**config.mk**
```make
export PLATFORM = sky130hd
export DESIGN_NAME = perf_event_slot
export DESIGN_NICKNAME = d
export VERILOG_FILES = /design/src/rtl/perf_event_slot.sv
export SDC_FILE = /design/constraint.sdc
export NUM_CORES = 1
export LEC_CHECK = 0
export BUFFER_PORTS_ARGS = -buffer_cell sky130_fd_sc_hd__buf_2
export CAP_MARGIN = 20
export CORE_ASPECT_RATIO = 2
export CORE_UTILIZATION = 45
export CTS_CLUSTER_DIAMETER = 100
export DETAILED_ROUTE_END_ITERATION = 10
export GPL_TIMING_DRIVEN = 0
export PLACE_DENSITY_LB_ADDON = 0.1
export SYNTH_ARGS = -nofsm -noshare
export SYNTH_HDL_FRONTEND = slang
export SYNTH_SLANG_ARGS = --single-unit
```
**constraint.sdc**
```tcl
create_clock -name clk -period 16.7 [get_ports clk]
set_input_delay 0 -clock clk [delete_from_list [all_inputs] [get_ports clk]]
set_output_delay 0 -clock clk [all_outputs]
set_load 0.02 [all_outputs]
```
**src/rtl/perf_event_slot.sv**
```systemverilog
module perf_event_slot #(
  parameter int CNT_W    = 64,
  parameter int EV_W     = 20,
  parameter int NCLS     = 5,
  parameter int CLS_W    = 4,
  parameter int MASK_LSB = 5
) (
  input  logic                 clk,
  input  logic                 rst_n,
  input  logic                 csr_addr,
  input  logic                 csr_we,
  input  logic [CNT_W-1:0]     csr_wdata,
  output logic [CNT_W-1:0]     csr_rdata,
  input  logic [NCLS*EV_W-1:0] ev_bus
);
  localparam int SEL_W = MASK_LSB + EV_W;
  localparam int INC_W = $clog2(EV_W + 1);

  function automatic logic [EV_W-1:0] legal_mask(input logic [CLS_W-1:0] c);
    case (c)
      CLS_W'(0):            legal_mask = '1;
      CLS_W'(1), CLS_W'(2): legal_mask = EV_W'(6'h3f);
      CLS_W'(3):            legal_mask = EV_W'(4'he);
      CLS_W'(4):            legal_mask = EV_W'(2'h3);
      default:              legal_mask = '0;
    endcase
  endfunction

  logic [SEL_W-1:0] sel_q;
  logic [CNT_W-1:0] cnt_q;

  wire              sel_off  = sel_q[0];
  wire [CLS_W-1:0]  sel_cls  = sel_q[MASK_LSB-1:1];
  wire [EV_W-1:0]   sel_mask = sel_q[SEL_W-1:MASK_LSB];

  wire [CLS_W-1:0]  wr_cls   = csr_wdata[MASK_LSB-1:1];
  wire              wr_ok    = wr_cls < CLS_W'(NCLS);
  wire [SEL_W-1:0]  sel_d    = wr_ok ? {csr_wdata[SEL_W-1:MASK_LSB] & legal_mask(wr_cls),
                                        wr_cls, csr_wdata[0]} : '0;

  logic [EV_W-1:0]  slice;
  always_comb begin
    slice = '0;
    for (int c = 0; c < NCLS; c++)
      if (sel_cls == CLS_W'(c)) slice = ev_bus[c*EV_W +: EV_W];
  end

  wire [EV_W-1:0] hits = sel_off ? '0 : (slice & sel_mask);

  logic [INC_W-1:0] inc;
  always_comb begin
    inc = '0;
    for (int i = 0; i < EV_W; i++) inc = inc + INC_W'(hits[i]);
  end

  wire wr_sel = csr_we && !csr_addr;
  wire wr_cnt = csr_we &&  csr_addr;

  always_ff @(posedge clk) begin
    if (!rst_n) begin
      sel_q <= '0;
      cnt_q <= '0;
    end else begin
      if (wr_sel) sel_q <= sel_d;
      if (wr_cnt) cnt_q <= csr_wdata;
      else        cnt_q <= cnt_q + CNT_W'(inc);
    end
  end

  assign csr_rdata = csr_addr ? cnt_q : CNT_W'(sel_q);


  mask_legal_chk: assert property (@(posedge clk) disable iff (!rst_n)
    (sel_mask & ~legal_mask(sel_cls)) == '0);


  class_range_chk: assert property (@(posedge clk) disable iff (!rst_n)
    sel_cls < CLS_W'(NCLS));


  off_hold_chk: assert property (@(posedge clk) disable iff (!rst_n)
    (sel_off && !wr_cnt) |=> cnt_q == $past(cnt_q));


  inc_bound_chk: assert property (@(posedge clk) disable iff (!rst_n)
    !wr_cnt |=> (cnt_q - $past(cnt_q)) <= CNT_W'(EV_W));


  wr_prio_chk: assert property (@(posedge clk) disable iff (!rst_n)
    wr_cnt |=> cnt_q == $past(csr_wdata));


  upper_zero_chk: assert property (@(posedge clk) disable iff (!rst_n)
    !csr_addr |-> csr_rdata[CNT_W-1:SEL_W] == '0);
endmodule

```
======== After elaboration in Yosys (flattened, before gate mapping) ========
Index checks and enable logic that the tools add are counted.
word-level totals
  bits in registers ....................... 89
  output and inout bits ................... 64
operators by class
  equal/unequal tests ..................... 8
  reduce and logical (&&, ||, !) cells .... 6
  bitwise logic cells ..................... 2
  order comparisons ....................... 1
  multiplexer cells ....................... 10
  add/sub/neg operators ................... 20
operators with widths
  operator              count
  $mux W64              2
  $mux W20              6
  $pmux W20 S4          1
  $add A5 B1 Y5         15
  $add A64 B5 Y64       1
  $and A20 B20 Y20      2
  $mux W25              1
  $eq A4 B2 Y1 const B  4
  $eq A4 B1 Y1 const B  2
  $eq A4 B3 Y1 const B  2
  $logic_not A4 Y1      2
  $add A4 B1 Y5         1
  $add A3 B1 Y4         1
  $lt A4 B3 Y1 const B  1
  $add A2 B1 Y3         1
  $add A1 B1 Y2         1
  $logic_and A1 B1 Y1   2
  $reduce_or A2 Y1      1
  $logic_not A1 Y1      1

======== Depth between registers and ports, before layout ========
  depth in word-level cells ............... 29
  mapped depth ............................ 23
  mapped depth without buffers ............ 22

======== Least setup slack after synthesis ========
Ideal clock, no wire load.
  path type ............................... reg2reg
  start point ............................. reg sel_q[1]
  end point ............................... reg cnt_q[12]
  cell stages (with the launch flop) ...... 22
  data required time ...................... 16.614 ns
  library setup time ...................... 0.086 ns
  arrival time ............................ 6.391 ns
  path buffers ............................ 2
  setup slack ............................. 10.224 ns
  clock period less this slack ............ 6.476 ns
  cell sequence ........................... dfxtp_1 or2_2 or3b_2 clkbuf_1 o2111a_1 fa_1 inv_1 fa_1 fa_1 fa_1 inv_1 fa_1 inv_1 fa_1 inv_1 fa_1 a21o_1 a221oi_1 clkbuf_1 nor3b_1 xnor2_1 a211oi_1
between the ends
  longest elaborated chain between the ends .. 29
RTL lines
  what                         RTL line  text
  from (decl)                  29        logic [SEL_W-1:0] sel_q;
  from (signal assigned)       64        if (wr_sel) sel_q <= sel_d;
  $logic_not A4 Y1             45        if (sel_cls == CLS_W'(c)) slice = ev_bus[c*EV_W +: EV_W];
  $mux W20 (4 in a row)        45
  $mux W20 (*)                 45
  $and A20 B20 Y20 (*)         48        wire [EV_W-1:0] hits = sel_off ? '0 : (slice & sel_mask);
  $mux W20 (*)                 48
  $add A1 B1 Y2                53        for (int i = 0; i < EV_W; i++) inc = inc + INC_W'(hits[i]);
  $add A2 B1 Y3                53
  $add A3 B1 Y4                53
  $add A4 B1 Y5                53
  $add A5 B1 Y5 (14 in a row)  53
  $add A5 B1 Y5 (*)            53
  $add A64 B5 Y64 (*)          66        else cnt_q <= cnt_q + CNT_W'(inc);
  $mux W64 (*)                 65        if (wr_cnt) cnt_q <= csr_wdata;
  to (signal assigned)         65
  to (signal assigned)         66
  to (decl)                    30        logic [CNT_W-1:0] cnt_q;
Mark *: on every way between the ends. The rest lies on a longest branch, timed or not.
A chain may end at the register's enable or synchronous reset.

======== Final worst setup path ========
  start point ............................. reg sel_q[2]
  end point ............................... reg cnt_q[22]
Same word-level chain as after synthesis.

==> run summary <==
The flow ran to the end, but the final reports show violations. The final reports fail on hold timing. Together, buffers and inverters on the worst path number 5. Yosys printed 0 warnings. The clock reaches the later pin of the worst-skew pair after 0.35 ns.

For the placer's final routability congestion estimate, the log shows 0.931. The clock transition time at the flip-flop clock pins of the worst setup and hold paths works out to 0.07 ns. The library cells used most frequently in the layout, excluding fill and tap cells, are sky130_fd_sc_hd__buf_2 (235), sky130_fd_sc_hd__o21ai_0 (115), sky130_fd_sc_hd__dfxtp_1 (89), sky130_fd_sc_hd__clkbuf_1 (63), sky130_fd_sc_hd__nor2_1 (58). The number of buffers added by the clock tree synthesis step was 9. The complex-gate fraction of the synthesized area is 26.1%.

By startpoint and endpoint, the worst setup path is classified as reg -> reg. The number of antenna violations at the first check in global routing is 2, and the share of post-route cells with drive strength above 1 is 24.8%. The logs give 27.3% for the sequential fraction of the synthesis area and 1 for the number of hold-slack violations in the final timing report.

The number of storage elements in the synthesis netlist is 89, and the post-route setup TNS is 0 ns. 232 I/O pins were placed. The logs give 1042 for the number of nets produced by synthesis and 61 for the standard-cell row count.

From bottom edge to top edge, the die measures 172 µm. The worst register-to-register path begins at sel_q[2]$_SDFFE_PN0P_. Power spread over the standard cell area amounts to 63.4 nW/µm². For this run, the leading register cell type out of synthesis is sky130_fd_sc_hd__dfxtp_1. The slowest stage of the critical path belongs to the cell sky130_fd_sc_hd__a221oi_1. After detailed routing, the total wire length is 26700 µm. The worst register-to-register path has a setup slack of 8.78 ns.

The wire length of the first global-routing pass is 41000 µm. The share of Yosys cell area claimed by the top area cell type was 27.3%. Entering global routing, the biggest net connects 18 pins. The vias per cell was 5.90.

The tools report the maximum count of clock buffers along a single path as 2. The post-layout utilization of the core is 62.2%. The path depth of the worst reg2reg path is 21, and the core footprint is 14000 µm². The tools report the worst hold margin as -0.00103 ns. The first detailed-routing pass took 5 iterations.

Setup repair after global routing left no endpoint under its margin. The number of cells on the critical path was 21. The cell at the root of the clock tree is sky130_fd_sc_hd__clkbuf_16. The kind of cell with the highest combined delay along the critical path is adder cells. For the finished layout, the period the worst path requires is 7.92 ns. The tools report the starting density of the core as 46.4%. For this run, the post-layout net count is 1338.

The signal on the critical path passes through nor4bb_1 -> clkbuf_1 -> a22oi_1 -> o21ai_0 -> o2111ai_1 -> fa_1 -> fa_1 -> fa_1 -> fa_1 -> inv_1 -> fa_1 -> inv_1 -> fa_1 -> inv_1 -> fa_1 -> a21o_1 -> a221oi_1 -> clkbuf_1 -> nor2_1 -> xnor2_1 -> a211oi_1. The tightest min-delay check is of the in -> reg type. The analysis attributes to cell leakage a power of 3.64 nW. The slew at the pin closest to its max-slew limit was 1.14 ns. The most area-hungry cell type in the Yosys netlist is sky130_fd_sc_hd__dfxtp_1. The highest clock rate came out at 0.126 GHz. Ranked by total cell area, the synthesized netlist is headed by sky130_fd_sc_hd__dfxtp_1 (27%), sky130_fd_sc_hd__o21ai_0 (8.8%), sky130_fd_sc_hd__a22oi_1 (4.8%).

The tools report the endpoint kind of the worst setup timing path as a flip-flop. Across the VDD grid, the largest voltage drop is 54.1 µV. The main combinational cell family by area after synthesis is compound AO/OA/AOI/OAI gates. The type of origin of the critical path was a flip-flop. The final instance count without filler cells came out at 1339.

The share of the clock period used by the worst path after layout was 47.4%. Relative to the synthesized area, the layout overhead comes to 34.0%. Data arrives at the worst endpoint at 8.18 ns. The starting DRC count in detailed routing was 529.

At the worst endpoint, the required time is 16.97 ns. The run gives 0 as the count of pins over their slew limit. Of all nets on the critical path, the largest fanout is 10. Measured against the total synthesized area, the mux share comes to 4.14%. The critical path ends at cnt_q[22]$_SDFF_PN0_.

The tools report the total congestion overflow as 0. In the final routed layout, each cell accounts on average for 19.9 µm. Number of levels in the clock H-tree: 3. Width of the die: 87.1 µm. The logs give 36.4% for the aggregate global-route resource usage and 7928 for the number of global-route vias before repair. The setup clock skew after layout is 0.0120 ns, and the number of vias after detailed routing is 7905.

The synthesized instance count is 847. The total DRC errors in the routed layout was 0. The number of enable flip-flop cells after synthesis is 0, and the distinct cell type count after synthesis is 52. After Yosys synthesis, and, or, nand and nor cells account for 25.9% of the synthesized area.

The setup violation total in the final timing report is 0. For the remaining max-slew budget at the tightest pin, the log shows 24.0%. The detail route stage leaves a number of antenna-violating nets equal to 0.

For the area of the die, the log shows 15000 µm². Max-cap violations in this run came to 0. The cell area that synthesis handed to floorplanning was 6520 µm². Leaving out fill and tap cells, the most frequent cell in the layout is sky130_fd_sc_hd__buf_2. The mean cell area of the mapped netlist is 7.70 µm², and the post-route cell area is 8740 µm².

The instance area after placement was 7910 µm². The placed instance count was 1267. The xor/xnor cell area share of the yosys netlist was 3.09%; the post-cts gate resize count was 0.

In the synthesized netlist the async set-or-reset flop fraction comes to 0%. Most frequent cell on the critical path: sky130_fd_sc_hd__fa_1. After legalization and detailed placement, the total HPWL measured 20900 µm. In this run the critical register-to-register path is captured at cnt_q[22]$_SDFF_PN0_. Start point of the critical path: sel_q[2]$_SDFFE_PN0P_. TritonCTS built the clock tree.

The run gives 89 as the sink count of the clock tree. For this run, the slowest stage of the critical path takes 0.94 ns. The design draws 0.000554 W. Summing the areas of all fa, ha and maj instances in the mapped netlist gives 7.06% of the synthesized area. Buffers placed on the I/O ports in this run total 231.
-- cells by family after synthesis --
logic type / after synthesis
mux: 24
simple gates: 311
buf+inv: 110
compound gates: 262
fa+ha+maj: 28
flops: 89
xor+xnor: 23
-- synth_stat cells (2+ instances only) --
library cell                instances
sky130_fd_sc_hd__nand3b_1           3
sky130_fd_sc_hd__a32oi_1            4
sky130_fd_sc_hd__or3_1             11
sky130_fd_sc_hd__and2_1            42
sky130_fd_sc_hd__buf_2              4
sky130_fd_sc_hd__nor3_1            36
sky130_fd_sc_hd__nand3_1           28
sky130_fd_sc_hd__and4_1             7
sky130_fd_sc_hd__clkbuf_1          63
sky130_fd_sc_hd__a22oi_1           42
sky130_fd_sc_hd__nor2_1            58
sky130_fd_sc_hd__o21ai_0          115
sky130_fd_sc_hd__o2111ai_1         22
sky130_fd_sc_hd__or2_2              4
sky130_fd_sc_hd__a21oi_1           24
sky130_fd_sc_hd__dfxtp_1           89
sky130_fd_sc_hd__nand2_1           45
sky130_fd_sc_hd__inv_1             39
sky130_fd_sc_hd__a211oi_1          20
sky130_fd_sc_hd__a21o_1             3
sky130_fd_sc_hd__fa_1              15
sky130_fd_sc_hd__o31a_1             4
sky130_fd_sc_hd__xnor2_1           13
sky130_fd_sc_hd__xor2_1            10
sky130_fd_sc_hd__and3_1            16
sky130_fd_sc_hd__mux2_2            24
sky130_fd_sc_hd__a311oi_1          11
sky130_fd_sc_hd__o211ai_1           3
sky130_fd_sc_hd__or4_1              3
sky130_fd_sc_hd__o2111a_1           6
sky130_fd_sc_hd__a21boi_0           2
sky130_fd_sc_hd__nor4_1            18
sky130_fd_sc_hd__nor4b_1            6
sky130_fd_sc_hd__nor4bb_1           3
sky130_fd_sc_hd__nor3b_1            7
sky130_fd_sc_hd__buf_1              3
sky130_fd_sc_hd__ha_1              12
sky130_fd_sc_hd__nand4_1           17
sky130_fd_sc_hd__nand2b_1           2
-- registers in the layout, summed over array words and instances, names as in the netlist --
register / count
cnt_q: 64
sel_q: 25
-- worst register-to-register path: stages (launching register included) --
cell and delay (ns):
sky130_fd_sc_hd__dfxtp_1 0.44, sky130_fd_sc_hd__nor4bb_1 0.75, sky130_fd_sc_hd__clkbuf_1 0.43, sky130_fd_sc_hd__a22oi_1 0.26, sky130_fd_sc_hd__o21ai_0 0.16, sky130_fd_sc_hd__o2111ai_1 0.18, sky130_fd_sc_hd__fa_1 0.59, sky130_fd_sc_hd__fa_1 0.46
sky130_fd_sc_hd__fa_1 0.54, sky130_fd_sc_hd__fa_1 0.57, sky130_fd_sc_hd__inv_1 0.07, sky130_fd_sc_hd__fa_1 0.46, sky130_fd_sc_hd__inv_1 0.09, sky130_fd_sc_hd__fa_1 0.20, sky130_fd_sc_hd__inv_1 0.06, sky130_fd_sc_hd__fa_1 0.40
sky130_fd_sc_hd__a21o_1 0.22, sky130_fd_sc_hd__a221oi_1 0.94, sky130_fd_sc_hd__clkbuf_1 0.50, sky130_fd_sc_hd__nor2_1 0.12, sky130_fd_sc_hd__xnor2_1 0.14, sky130_fd_sc_hd__a211oi_1 0.23
-- cell type report --
| cell class | count | area (µm²) |
|---|---|---|
| clock inverters | 7 | 58.8 |
| fillers | 1395 | 5310 |
| clock buffers | 9 | 225 |
| inverters | 40 | 150 |
| well taps | 189 | 236 |
| repair buffers | 285 | 1690 |
| multi-input cells | 648 | 4320 |
| flip-flops and latches | 89 | 1780 |
| plain buffers | 70 | 268 |
| diodes | 2 | 5.00 |
-- what timing repair did --
item,in CTS,in global routing
hold buffers,53,0
setup buffers,0,0
hold endpoints to repair,67,0
-- where the power goes --
part | total [W] | switching [W] | internal, W
logic | 0.000115 | 0.0000637 | 0.0000515
clock network | 0.000201 | 0.0000970 | 0.000104
registers | 0.000238 | 0.0000147 | 0.000223
-- routing by layer --
| metal | wire length (µm) | share of wire [%] | global-route usage, % |
|---|---|---|---|
| met2 | 14300 | 54 | 68.3 |
| met1 | 8740 | 33 | 33.8 |
| met5 | 0 | 0 | 0 |
| met4 | 2120 | 7.9 | 28.1 |
| met3 | 1510 | 5.6 | 6.30 |
-- worst min path at each step --
stage	start	endpoint	slack, ns	cells past startpoint
after floorplan	csr_wdata[3]	cnt_q[3]$_SDFF_PN0_	0.14	2
after global placement	csr_wdata[45]	cnt_q[45]$_SDFF_PN0_	0.25	3
after detailed placement	csr_wdata[41]	cnt_q[41]$_SDFF_PN0_	0.25	3
after CTS	csr_wdata[49]	cnt_q[49]$_SDFF_PN0_	0.003	3
after global routing	csr_wdata[54]	cnt_q[54]$_SDFF_PN0_	0.02	3
final	csr_wdata[39]	cnt_q[39]$_SDFF_PN0_	-0.001	3
-- metrics by stage --
step / worst slack, ns / hold WS, ns
after floorplan: 10.22 / 0.136
after global placement: 8.97 / 0.252
after detailed placement: 8.86 / 0.250
after CTS: 8.84 / 0.00311
after global routing: 8.35 / 0.0218
final: 8.78 / -0.00103
Note: power is estimated with default switching activity, not from simulation.
